### config.mk
export PLATFORM = sky130hd
export DESIGN_NAME = pend_irq_picker
export DESIGN_NICKNAME = d
export VERILOG_FILES = /design/src/rtl/pir_pkg.sv /design/src/rtl/pir_rank.sv /design/src/rtl/pir_walk.sv /design/src/rtl/pend_irq_picker.sv
export SDC_FILE = /design/constraint.sdc
export NUM_CORES = 1
export LEC_CHECK = 0
export BUFFER_PORTS_ARGS = -buffer_cell sky130_fd_sc_hd__buf_2
export CAP_MARGIN = 25
export CORE_ASPECT_RATIO = 0.75
export CORE_MARGIN = 4
export CORE_UTILIZATION = 50
export CTS_CLUSTER_DIAMETER = 100
export DETAILED_ROUTE_END_ITERATION = 12
export PLACE_DENSITY = 0.72
export SKIP_CTS_REPAIR_TIMING = 1
export SYNTH_ARGS = -nofsm -noshare
export SYNTH_HDL_FRONTEND = slang
export SYNTH_SLANG_ARGS = --single-unit
### constraint.sdc
create_clock -name clk -period 11.8 [get_ports clk]
set_clock_uncertainty 0.15 [all_clocks]
set_input_delay 2.36 -clock clk [delete_from_list [all_inputs] [get_ports clk]]
set_output_delay 2.36 -clock clk [all_outputs]
set_load 0.005 [all_outputs]
### src/rtl/pir_pkg.sv
package pir_pkg;

    localparam int          IDB_W      = 5;
    localparam logic [7:0]  PRIO_NONE  = 8'hFF;
    localparam logic [7:0]  PRIO_FIELD = 8'hFC;
    localparam int          CFG_EN_BIT = 0;

    typedef enum logic [2:0] {
        ST_IDLE,
        ST_SCAN_PRD,
        ST_SCAN_BITS,
        ST_SCAN_CRD,
        ST_CMD_PRD,
        ST_CMD_POST,
        ST_CMD_CRD,
        ST_FIN
    } state_e;

    typedef struct packed {
        logic       en;
        logic [7:0] prio;
    } cfg_view_t;

    function automatic cfg_view_t decode_cfg(input logic [7:0] entry, input logic raw);
        cfg_view_t  v;
        logic [7:0] fld;
        fld    = entry & PRIO_FIELD;
        v.en   = entry[CFG_EN_BIT];
        v.prio = raw ? fld : ((fld >> 1) | 8'h80);
        return v;
    endfunction

endpackage

### src/rtl/pir_rank.sv
module pir_rank #(
    parameter int ID_W = 16
) (
    input  logic [7:0]      entry,
    input  logic            raw_mode,
    input  logic [ID_W-1:0] cand_id,
    input  logic [ID_W-1:0] cur_id,
    input  logic [7:0]      cur_prio,
    output logic [7:0]      cand_prio,
    output logic            wins
);
    import pir_pkg::*;

    cfg_view_t view;

    always_comb begin
        view      = decode_cfg(entry, raw_mode);
        cand_prio = view.prio;
        wins      = view.en &&
                    ((view.prio < cur_prio) ||
                     ((view.prio == cur_prio) && (cand_id <= cur_id)));
    end

endmodule

### src/rtl/pir_walk.sv
module pir_walk #(
    parameter int BYTE_W = 13
) (
    input  logic              clk,
    input  logic              rst,
    input  logic              init,
    input  logic [BYTE_W-1:0] init_idx,
    input  logic              load,
    input  logic [7:0]        load_bits,
    input  logic              clr,
    input  logic              advance,
    output logic [BYTE_W-1:0] byte_idx,
    output logic              has_bit,
    output logic [2:0]        bit_pos
);

    logic [7:0]        bits_q;
    logic [BYTE_W-1:0] idx_q;

    always_ff @(posedge clk) begin
        if (rst) begin
            idx_q  <= '0;
            bits_q <= '0;
        end else begin
            if (init) begin
                idx_q <= init_idx;
            end else if (advance) begin
                idx_q <= idx_q + 1'b1;
            end
            if (load) begin
                bits_q <= load_bits;
            end else if (clr) begin
                bits_q[bit_pos] <= 1'b0;
            end else if (init || advance) begin
                bits_q <= '0;
            end
        end
    end

    always_comb begin
        bit_pos = 3'd0;
        for (int i = 7; i >= 0; i--) begin
            if (bits_q[i]) begin
                bit_pos = 3'(i);
            end
        end
    end

    assign has_bit  = |bits_q;
    assign byte_idx = idx_q;

endmodule

### src/rtl/pend_irq_picker.sv
module pend_irq_picker #(
    parameter int ID_W     = 16,
    parameter int ADDR_W   = 32,
    parameter int FIRST_ID = 8192
) (
    input  logic                    clk,
    input  logic                    rst,
    input  logic                    lpi_en,
    input  logic [ADDR_W-1:0]       pend_base,
    input  logic [ADDR_W-1:0]       cfg_base,
    input  logic [pir_pkg::IDB_W-1:0] id_bits,
    input  logic                    raw_prio,
    input  logic                    scan_start,
    input  logic                    cmd_valid,
    input  logic                    cmd_set,
    input  logic [ID_W-1:0]         cmd_id,
    output logic                    busy,
    output logic                    done,
    output logic [ID_W-1:0]         best_id,
    output logic [7:0]              best_prio,
    output logic                    mem_req,
    output logic                    mem_we,
    output logic [ADDR_W-1:0]       mem_addr,
    output logic [7:0]              mem_wdata,
    input  logic                    mem_rvalid,
    input  logic [7:0]              mem_rdata
);
    import pir_pkg::*;

    localparam int                BYTE_W     = ID_W - 3;
    localparam int                SZ_W       = ID_W + 1;
    localparam int                MAX_IDB    = ID_W - 1;
    localparam logic [BYTE_W-1:0] FIRST_BYTE = BYTE_W'(FIRST_ID / 8);

    state_e            state_q;
    logic [ID_W-1:0]   cmd_id_q;
    logic              cmd_set_q;
    logic [BYTE_W-1:0] last_q;
    logic [ID_W-1:0]   best_id_q;
    logic [7:0]        best_prio_q;
    logic              req_q;
    logic              we_q;
    logic [ADDR_W-1:0] addr_q;
    logic [7:0]        wdata_q;

    // table geometry from the programmed ID-bit count
    logic [IDB_W-1:0]  eff_bits;
    logic [SZ_W-1:0]   tbl_size;
    logic              tbl_empty;
    logic [BYTE_W-1:0] last_byte;
    logic              in_range;

    assign eff_bits  = (id_bits > IDB_W'(MAX_IDB)) ? IDB_W'(MAX_IDB) : id_bits;
    assign tbl_size  = SZ_W'(1) << (eff_bits + IDB_W'(1));
    assign tbl_empty = tbl_size <= SZ_W'(FIRST_ID);
    assign last_byte = BYTE_W'((tbl_size >> 3) - SZ_W'(1));
    assign in_range  = ({1'b0, cmd_id} >= SZ_W'(FIRST_ID)) && ({1'b0, cmd_id} < tbl_size);

    // walker over the pending bytes
    logic              acc_scan;
    logic              acc_cmd;
    logic              rescan_hit;
    logic              w_init;
    logic              w_load;
    logic              w_clr;
    logic              w_adv;
    logic [BYTE_W-1:0] w_idx;
    logic              w_has;
    logic [2:0]        w_bit;
    logic              w_last;
    logic [ID_W-1:0]   walk_id;

    assign acc_scan   = (state_q == ST_IDLE) && scan_start;
    assign acc_cmd    = (state_q == ST_IDLE) && !scan_start && cmd_valid;
    assign rescan_hit = (state_q == ST_CMD_POST) && !cmd_set_q && (cmd_id_q == best_id_q);
    assign w_init     = (acc_scan && lpi_en && !tbl_empty) || rescan_hit;
    assign w_load     = (state_q == ST_SCAN_PRD) && mem_rvalid;
    assign w_clr      = (state_q == ST_SCAN_CRD) && mem_rvalid;
    assign w_last     = (w_idx == last_q);
    assign w_adv      = (state_q == ST_SCAN_BITS) && !w_has && !w_last;
    assign walk_id    = {w_idx, w_bit};

    pir_walk #(.BYTE_W(BYTE_W)) u_walk (
        .clk       (clk),
        .rst       (rst),
        .init      (w_init),
        .init_idx  (FIRST_BYTE),
        .load      (w_load),
        .load_bits (mem_rdata),
        .clr       (w_clr),
        .advance   (w_adv),
        .byte_idx  (w_idx),
        .has_bit   (w_has),
        .bit_pos   (w_bit)
    );

    // candidate ranking
    logic [ID_W-1:0] cand_id;
    logic [7:0]      cand_prio;
    logic            cand_wins;

    assign cand_id = (state_q == ST_CMD_CRD) ? cmd_id_q : walk_id;

    pir_rank #(.ID_W(ID_W)) u_rank (
        .entry     (mem_rdata),
        .raw_mode  (raw_prio),
        .cand_id   (cand_id),
        .cur_id    (best_id_q),
        .cur_prio  (best_prio_q),
        .cand_prio (cand_prio),
        .wins      (cand_wins)
    );

    // updated pending byte for a command write-back
    logic [7:0] pend_upd;
    always_comb begin
        pend_upd                = mem_rdata;
        pend_upd[cmd_id_q[2:0]] = cmd_set_q;
    end

    logic [ADDR_W-1:0] cfg_addr_walk;
    logic [ADDR_W-1:0] cfg_addr_cmd;
    logic [ADDR_W-1:0] pend_addr_next;
    logic [ADDR_W-1:0] pend_addr_first;
    logic [ADDR_W-1:0] pend_addr_cmd;

    assign cfg_addr_walk   = cfg_base + ADDR_W'(walk_id - ID_W'(FIRST_ID));
    assign cfg_addr_cmd    = cfg_base + ADDR_W'(cmd_id_q - ID_W'(FIRST_ID));
    assign pend_addr_next  = pend_base + ADDR_W'(w_idx + 1'b1);
    assign pend_addr_first = pend_base + ADDR_W'(FIRST_BYTE);
    assign pend_addr_cmd   = pend_base + ADDR_W'(cmd_id >> 3);

    always_ff @(posedge clk) begin
        if (rst) begin
            state_q     <= ST_IDLE;
            cmd_id_q    <= '0;
            cmd_set_q   <= 1'b0;
            last_q      <= '0;
            best_id_q   <= '0;
            best_prio_q <= PRIO_NONE;
            req_q       <= 1'b0;
            we_q        <= 1'b0;
            addr_q      <= '0;
            wdata_q     <= '0;
        end else begin
            req_q <= 1'b0;
            we_q  <= 1'b0;
            unique case (state_q)
                ST_IDLE: begin
                    if (acc_scan) begin
                        last_q      <= last_byte;
                        best_id_q   <= '0;
                        best_prio_q <= PRIO_NONE;
                        if (!lpi_en || tbl_empty) begin
                            state_q <= ST_FIN;
                        end else begin
                            req_q   <= 1'b1;
                            addr_q  <= pend_addr_first;
                            state_q <= ST_SCAN_PRD;
                        end
                    end else if (acc_cmd) begin
                        cmd_id_q  <= cmd_id;
                        cmd_set_q <= cmd_set;
                        last_q    <= last_byte;
                        if (lpi_en && in_range) begin
                            req_q   <= 1'b1;
                            addr_q  <= pend_addr_cmd;
                            state_q <= ST_CMD_PRD;
                        end else begin
                            state_q <= ST_FIN;
                        end
                    end
                end
                ST_SCAN_PRD: begin
                    if (mem_rvalid) begin
                        state_q <= ST_SCAN_BITS;
                    end
                end
                ST_SCAN_BITS: begin
                    if (w_has) begin
                        req_q   <= 1'b1;
                        addr_q  <= cfg_addr_walk;
                        state_q <= ST_SCAN_CRD;
                    end else if (w_last) begin
                        state_q <= ST_FIN;
                    end else begin
                        req_q   <= 1'b1;
                        addr_q  <= pend_addr_next;
                        state_q <= ST_SCAN_PRD;
                    end
                end
                ST_SCAN_CRD: begin
                    if (mem_rvalid) begin
                        if (cand_wins) begin
                            best_id_q   <= walk_id;
                            best_prio_q <= cand_prio;
                        end
                        state_q <= ST_SCAN_BITS;
                    end
                end
                ST_CMD_PRD: begin
                    if (mem_rvalid) begin
                        if (mem_rdata[cmd_id_q[2:0]] == cmd_set_q) begin
                            state_q <= ST_FIN;
                        end else begin
                            req_q   <= 1'b1;
                            we_q    <= 1'b1;
                            wdata_q <= pend_upd;
                            state_q <= ST_CMD_POST;
                        end
                    end
                end
                ST_CMD_POST: begin
                    if (cmd_set_q) begin
                        req_q   <= 1'b1;
                        addr_q  <= cfg_addr_cmd;
                        state_q <= ST_CMD_CRD;
                    end else if (rescan_hit) begin
                        best_id_q   <= '0;
                        best_prio_q <= PRIO_NONE;
                        req_q       <= 1'b1;
                        addr_q      <= pend_addr_first;
                        state_q     <= ST_SCAN_PRD;
                    end else begin
                        state_q <= ST_FIN;
                    end
                end
                ST_CMD_CRD: begin
                    if (mem_rvalid) begin
                        if (cand_wins) begin
                            best_id_q   <= cmd_id_q;
                            best_prio_q <= cand_prio;
                        end
                        state_q <= ST_FIN;
                    end
                end
                ST_FIN: begin
                    state_q <= ST_IDLE;
                end
                default: begin
                    state_q <= ST_IDLE;
                end
            endcase
        end
    end

    assign busy      = (state_q != ST_IDLE);
    assign done      = (state_q == ST_FIN);
    assign best_id   = best_id_q;
    assign best_prio = best_prio_q;
    assign mem_req   = req_q;
    assign mem_we    = we_q;
    assign mem_addr  = addr_q;
    assign mem_wdata = wdata_q;

endmodule

* Word-level counts from Yosys, hierarchy flattened
Cells that the tools add are included.
** Storage, ports and cells
- Register bits :: 120
- Latch bits :: 0
- RAM bits :: 0
- Bits in read-only memories :: 0
- Bits of input ports :: 101
- Output and inout bits :: 68
- Word-level logic and storage cells :: 186
- Memories :: 0
** Cells by class
- $add $sub $neg :: 11
- Multipliers :: 0
- Div/mod/pow operators :: 0
- $lt $le $gt $ge :: 10
- Eq/ne operators :: 27
- Shift-type cells :: 1
- Multiplexer cells :: 72
- Bitwise logic cells :: 5
- Reductions and logical operators :: 47
** Operators by type and width (count)
- two-way mux 32 bit :: 8
- two-way mux 16 bit :: 8
- case mux 32 bit (3 select lines) :: 1
- two-way mux 8 bit :: 9
- adder 32 bit :: 2
- case mux 16 bit (4 select lines) :: 1
- two-way mux 3 bit :: 18
- subtractor 16 x 14 -> 17 bit, second input constant :: 2
- adder 32 x 11 -> 32 bit, second input constant :: 1
- adder 32 x 13 -> 32 bit :: 1
- adder 32 x 14 -> 32 bit :: 1
- two-way mux 13 bit :: 2
- case mux 8 bit (3 select lines) :: 1
- two-way mux 11 bit :: 2
- case mux 3 bit (7 select lines) :: 1
- less-or-equal comparator 17 x 14 -> 1 bit, second input constant :: 1
- logical AND 1 bit :: 17
- less-than comparator 16 x 17 -> 1 bit :: 1
- left shift 1 x 5 -> 17 bit, first input constant :: 1
- == test 16 bit :: 1
- >= comparator 16 x 14 -> 1 bit, second input constant :: 1
- less-or-equal comparator 16 bit :: 1
- inequality test 2 bit, second input constant :: 8
- adder 13 x 1 -> 14 bit, second input constant :: 1
- other kinds (39) :: 83

* Depth between registers and ports, before layout
- Word-level depth :: 16
- Gate-level depth with buffers :: 22
- Depth with buffers taken out :: 21

* Modules after synthesis
From an unflattened synthesis, not the netlist that was laid out.
** Second synthesis, totals
- Cells, all modules :: 1879
- Area total of the unflattened synthesis :: 13634.3 µm²
** By module, submodules not included
- pend_irq_picker :: times used 1, cells an instance 1642, area each 11780.0 µm², sequential area each 1981.9 µm²
- pir_walk :: times used 1, cells an instance 146, area each 1182.4 µm², sequential area each 420.4 µm²
- pir_rank :: times used 1, cells an instance 91, area each 671.9 µm², sequential area each 0.0 µm²

* Worst setup path before layout
Ideal clock, no wire load.
- Path kind :: input-to-reg
- Start point :: input port id_bits[4] (netlist name)
- End point :: register addr_q[26], in the netlist mem_addr[26]
- Library setup time :: 129 ps
- Arrival time :: 5152 ps
- Data required time :: 11521 ps
- Setup slack :: 6370 ps
- Cell stages on the path :: 15
- Buffers on the path :: 2
- Cells stage by stage :: clkbuf_1 -> nor3_1 -> nand2_1 -> ha_1 -> a21o_1 -> a2111oi_0 -> o21ai_1 -> a21oi_1 -> o21ai_1 -> a21oi_1 -> o21a_1 -> buf_2 -> o221ai_1 -> a221oi_1 -> a211oi_1
** Between the ends
- Word-level cells in the longest chain between the ends :: 9
- Elaborated cells between the ends (all ways) :: 12
- Those cells by class :: add/sub: 1; order compare: 3; eq/ne: 2; shift: 1; mux: 1; reduce/logical: 4
** Ends and longest elaborated chain
- start, declared :: RTL line pend_irq_picker.sv:11 : input logic [pir_pkg::IDB_W-1:0] id_bits,
- > comparator 5 x 4 -> 1 bit :: RTL line pend_irq_picker.sv:53 : assign eff_bits = (id_bits > IDB_W'(MAX_IDB)) ? IDB_W'(MAX_IDB) : id_bits;
- two-way mux 5 bit * :: RTL line pend_irq_picker.sv:53
- adder 5 x 1 -> 5 bit * :: RTL line pend_irq_picker.sv:54 : assign tbl_size = SZ_W'(1) << (eff_bits + IDB_W'(1));
- left shift 1 x 5 -> 17 bit * :: RTL line pend_irq_picker.sv:54
- less-than comparator 16 x 17 -> 1 bit :: RTL line pend_irq_picker.sv:57 : assign in_range = ({1'b0, cmd_id} >= SZ_W'(FIRST_ID)) && ({1'b0, cmd_id} < tbl_size);
- logical AND 1 bit :: RTL line pend_irq_picker.sv:57
- logical AND 1 bit :: RTL line pend_irq_picker.sv:165 : if (lpi_en && in_range) begin
- inequality test 3 x 2 -> 1 bit (no source line)
- AND reduction 6 bit (no source line) *
- end signal, assigned :: RTL line pend_irq_picker.sv:158 : addr_q <= pend_addr_first;
- end signal, assigned :: RTL line pend_irq_picker.sv:167 : addr_q <= pend_addr_cmd;
- end signal, assigned :: RTL line pend_irq_picker.sv:182 : addr_q <= cfg_addr_walk;
- end, declared :: RTL line pend_irq_picker.sv:43 : logic [ADDR_W-1:0] addr_q;
Mark *: on every way between the ends. The rest lies on a longest branch, timed or not.
A chain may end at the register's enable or synchronous reset.

* Final worst setup path
- Start point :: input port id_bits[3] (netlist name)
- End point :: register addr_q[25], in the netlist mem_addr[25]
Same word-level chain as after synthesis.

==> results_dict.tcl <==
set metrics [dict create \
    hold_path_class "reg -> reg" \
    swShare_pct 49.4 \
    min_delay_path_depth 2 \
    grt.overflow.total 0 \
    final_common_cell "nor2_1" \
    synth_edf_count 0 \
    core_area_sq_mm 0.0261 \
    end_kind "flip-flop" \
    p_switching_mw 1.44 \
    ys_warn_count 0 \
    drv_slew 0 \
    track_usage_pct 32.8 \
    min_period_over_period_pct 52.8 \
    route.final.wire_length_mm 50.0 \
    vias 14610 \
    syn-num-nets 2059 \
    avgViaCountPerCell 6.41 \
    rrSetupSlack_ns 7.05 \
    p_per_area_mw_per_mm2 197 \
    reg2reg_depth 19 \
    seq_power_share_pct 22.8 \
    avgSynthCellArea_sq_um 7.30 \
    p_clk_share_pct 18.3 \
    layout_common_cells "nor2_1 (190), nand2_1 (180), a21oi_1 (168), buf_2 (167), ha_1 (132)" \
    yosys_most_used_dff "dfxtp_1" \
    antenna_found_initial 1 \
    max_freq_mhz 161 \
    io_pins 169 \
    first_global_vias 12780 \
    clock_path_buffers 2 \
    dp.cells 2246 \
    critPathMaxFanout 57 \
    pwr-share-comb_pct 58.9 \
    period_minus_slack_ns 6.23 \
    hp-start "last_q[0]" \
    placed_area_sq_mm 0.0142 \
    drt_first_pass_iters 5 \
    min_to "last_q[0]" \
    portBuffers 168 \
    synth_cell_types 81 \
    stdcell_count 2281 \
    cp-start-kind "primary input" \
    worstPathRequired_ns 11.94 \
    start_util_pct 51.0 \
    rsz0062_at_grt "false" \
    cts_made_buffers 17 \
    hpwl_mm 38.8 \
    die_area_sq_mm 0.0293 \
    ir_worst_vdd_uv 155 \
    slew_headroom_pct 28.4 \
    clkLatencyLatePin_ns 0.44 \
    hold_viol 0 \
    total_power_mw 2.92 \
    drt_iter0_drc 1653 \
    die-width_um 196 \
    cts_root_buf "clkbuf_16" \
    r2r-end "mem_addr[24]" \
    p_leak_nw 6.24 \
    gp_congestion 0.975 \
    area_growth_syn_to_layout_pct 11.5 \
    die_y_um 149 \
    cts_sinks 120 \
    cts.clk_slew.worst_paths_ns 0.06 \
    synth_seq_cells 120 \
    netlist_area_sq_mm 0.0133 \
    grt_first_pass_wirelength_mm 75.6 \
    postSynthCellCount 1822 \
    drc 0 \
    async_flop_share_pct 0 \
    r2r-start "u_walk.bits_q[5]" \
    yosysSeqAreaShare_pct 18.1 \
    p_int_mw 1.48 \
    wl_per_cell_um 21.9 \
    rows 51 \
    critPathKind "in -> reg" \
    h-tree-depth 4 \
    setup_viol 0 \
    layout-drive-gt1-share_pct 13.3 \
    ant_nets 0 \
    cp.arrival_ns 6.37 \
    drv_cap 0 \
    nNetsFinal 2159 \
    worst_pin_slew_ns 1.07 \
    tritoncts "done" \
    grt_start_max_net_pins 71 \
    status "finished clean" \
    fin_setup_tns_ns 0 \
    design_area_sq_mm 0.0148 \
]
==> power by group through the flow <==
stage / logic, mW / clock network [mW] / registers [mW]
after global routing: 1.87 / 0.556 / 0.679
after global placement: 1.62 / 0 / 0.668
final: 1.72 / 0.533 / 0.666
after detailed placement: 1.66 / 0 / 0.669
after floorplan: 1.18 / 0 / 0.619
after CTS: 1.67 / 0.536 / 0.662
==> kinds of logic after synthesis <==
| family | synth area share [%] |
|---|---|
| compound gates | 28.7 |
| buf+inv | 5.86 |
| mux | 2.47 |
| flops | 18.1 |
| xor+xnor | 9.55 |
| simple gates | 22.3 |
| fa+ha+maj | 13.0 |
==> metal layers <==
| layer | GRT usage (%) | vias to the layer above | wire length (um) | part of all wire (%) |
|---|---|---|---|---|
| met5 | 0 | - | 0 | 0 |
| met1 | 51.2 | 6761 | 23100 | 46 |
| li1 | - | 6892 | - | - |
| met3 | 8.13 | 79 | 6140 | 12 |
| met2 | 44.2 | 878 | 19700 | 39 |
| met4 | 8.09 | 0 | 1010 | 2.0 |
==> worst max path at each step <==
stage                     from            to  slack [ns]  cells past startpoint
floorplan           id_bits[4]  mem_addr[26]        6.37                     15
global placement    id_bits[3]  mem_addr[26]        5.41                     15
detailed placement  id_bits[3]  mem_addr[25]        5.21                     15
CTS                 id_bits[3]  mem_addr[25]        5.68                     15
global route        id_bits[2]  mem_addr[25]        5.30                     15
finish              id_bits[3]  mem_addr[25]        5.57                     15
==> cell usage after synthesis (all sizes together), types with 46 or more instances <==
cell	number	area [sq um]
xnor2	80	701
a211oi	58	450
xor2	65	569
inv	66	248
dfxtp	120	2400
nand2	181	682
nor3	70	350
ha	132	1650
nor2	190	713
nand3	46	230
o21ai	111	567
clkbuf	89	428
a21oi	169	850
==> cell type report <==
cell class / instances / area [sq um]
antenna: 2 / 5.00
clock buffer: 21 / 480
clock inverter: 11 / 109
fill: 2547 / 11300
inverter: 66 / 248
multi-input combinational: 1530 / 10100
sequential: 120 / 2400
tap: 344 / 430
timing repair buffer: 187 / 1010
==> sequential cells by signal, summed over array words and instances (netlist names), 8 cells and up <==
register and count:
best_prio 8, mem_wdata 8, u_walk.byte_idx 13, best_id 16
mem_addr 32, u_walk.bits_q 8, last_q 13, cmd_id_q 16
==> worst max-delay path, stage by stage <==
cell and delay, ns:
buf_2 0.17, nor3_1 0.44, nand2_1 0.18, ha_1 0.33, a21o_1 0.18, a2111oi_0 0.36
o21ai_1 0.13, a21oi_1 0.13, o21ai_1 0.07, a21oi_1 0.63, o21a_2 0.24, buf_4 0.48
o221ai_1 0.24, a221oi_1 0.28, a211oi_1 0.11
==> through the flow <==
stage | hold WS [ns] | worst slack [ns] | utilization (%)
2_1_floorplan | 0.294 | 6.37 | -
3_3_place_gp | 0.306 | 5.41 | 54.3
3_5_place_dp | 0.309 | 5.21 | 54.5
4_1_cts | 0.317 | 5.68 | 56.8
5_1_grt | 0.347 | 5.30 | 56.8
6_report | 0.318 | 5.57 | 56.8
Note: power is estimated with default switching activity, not from simulation.
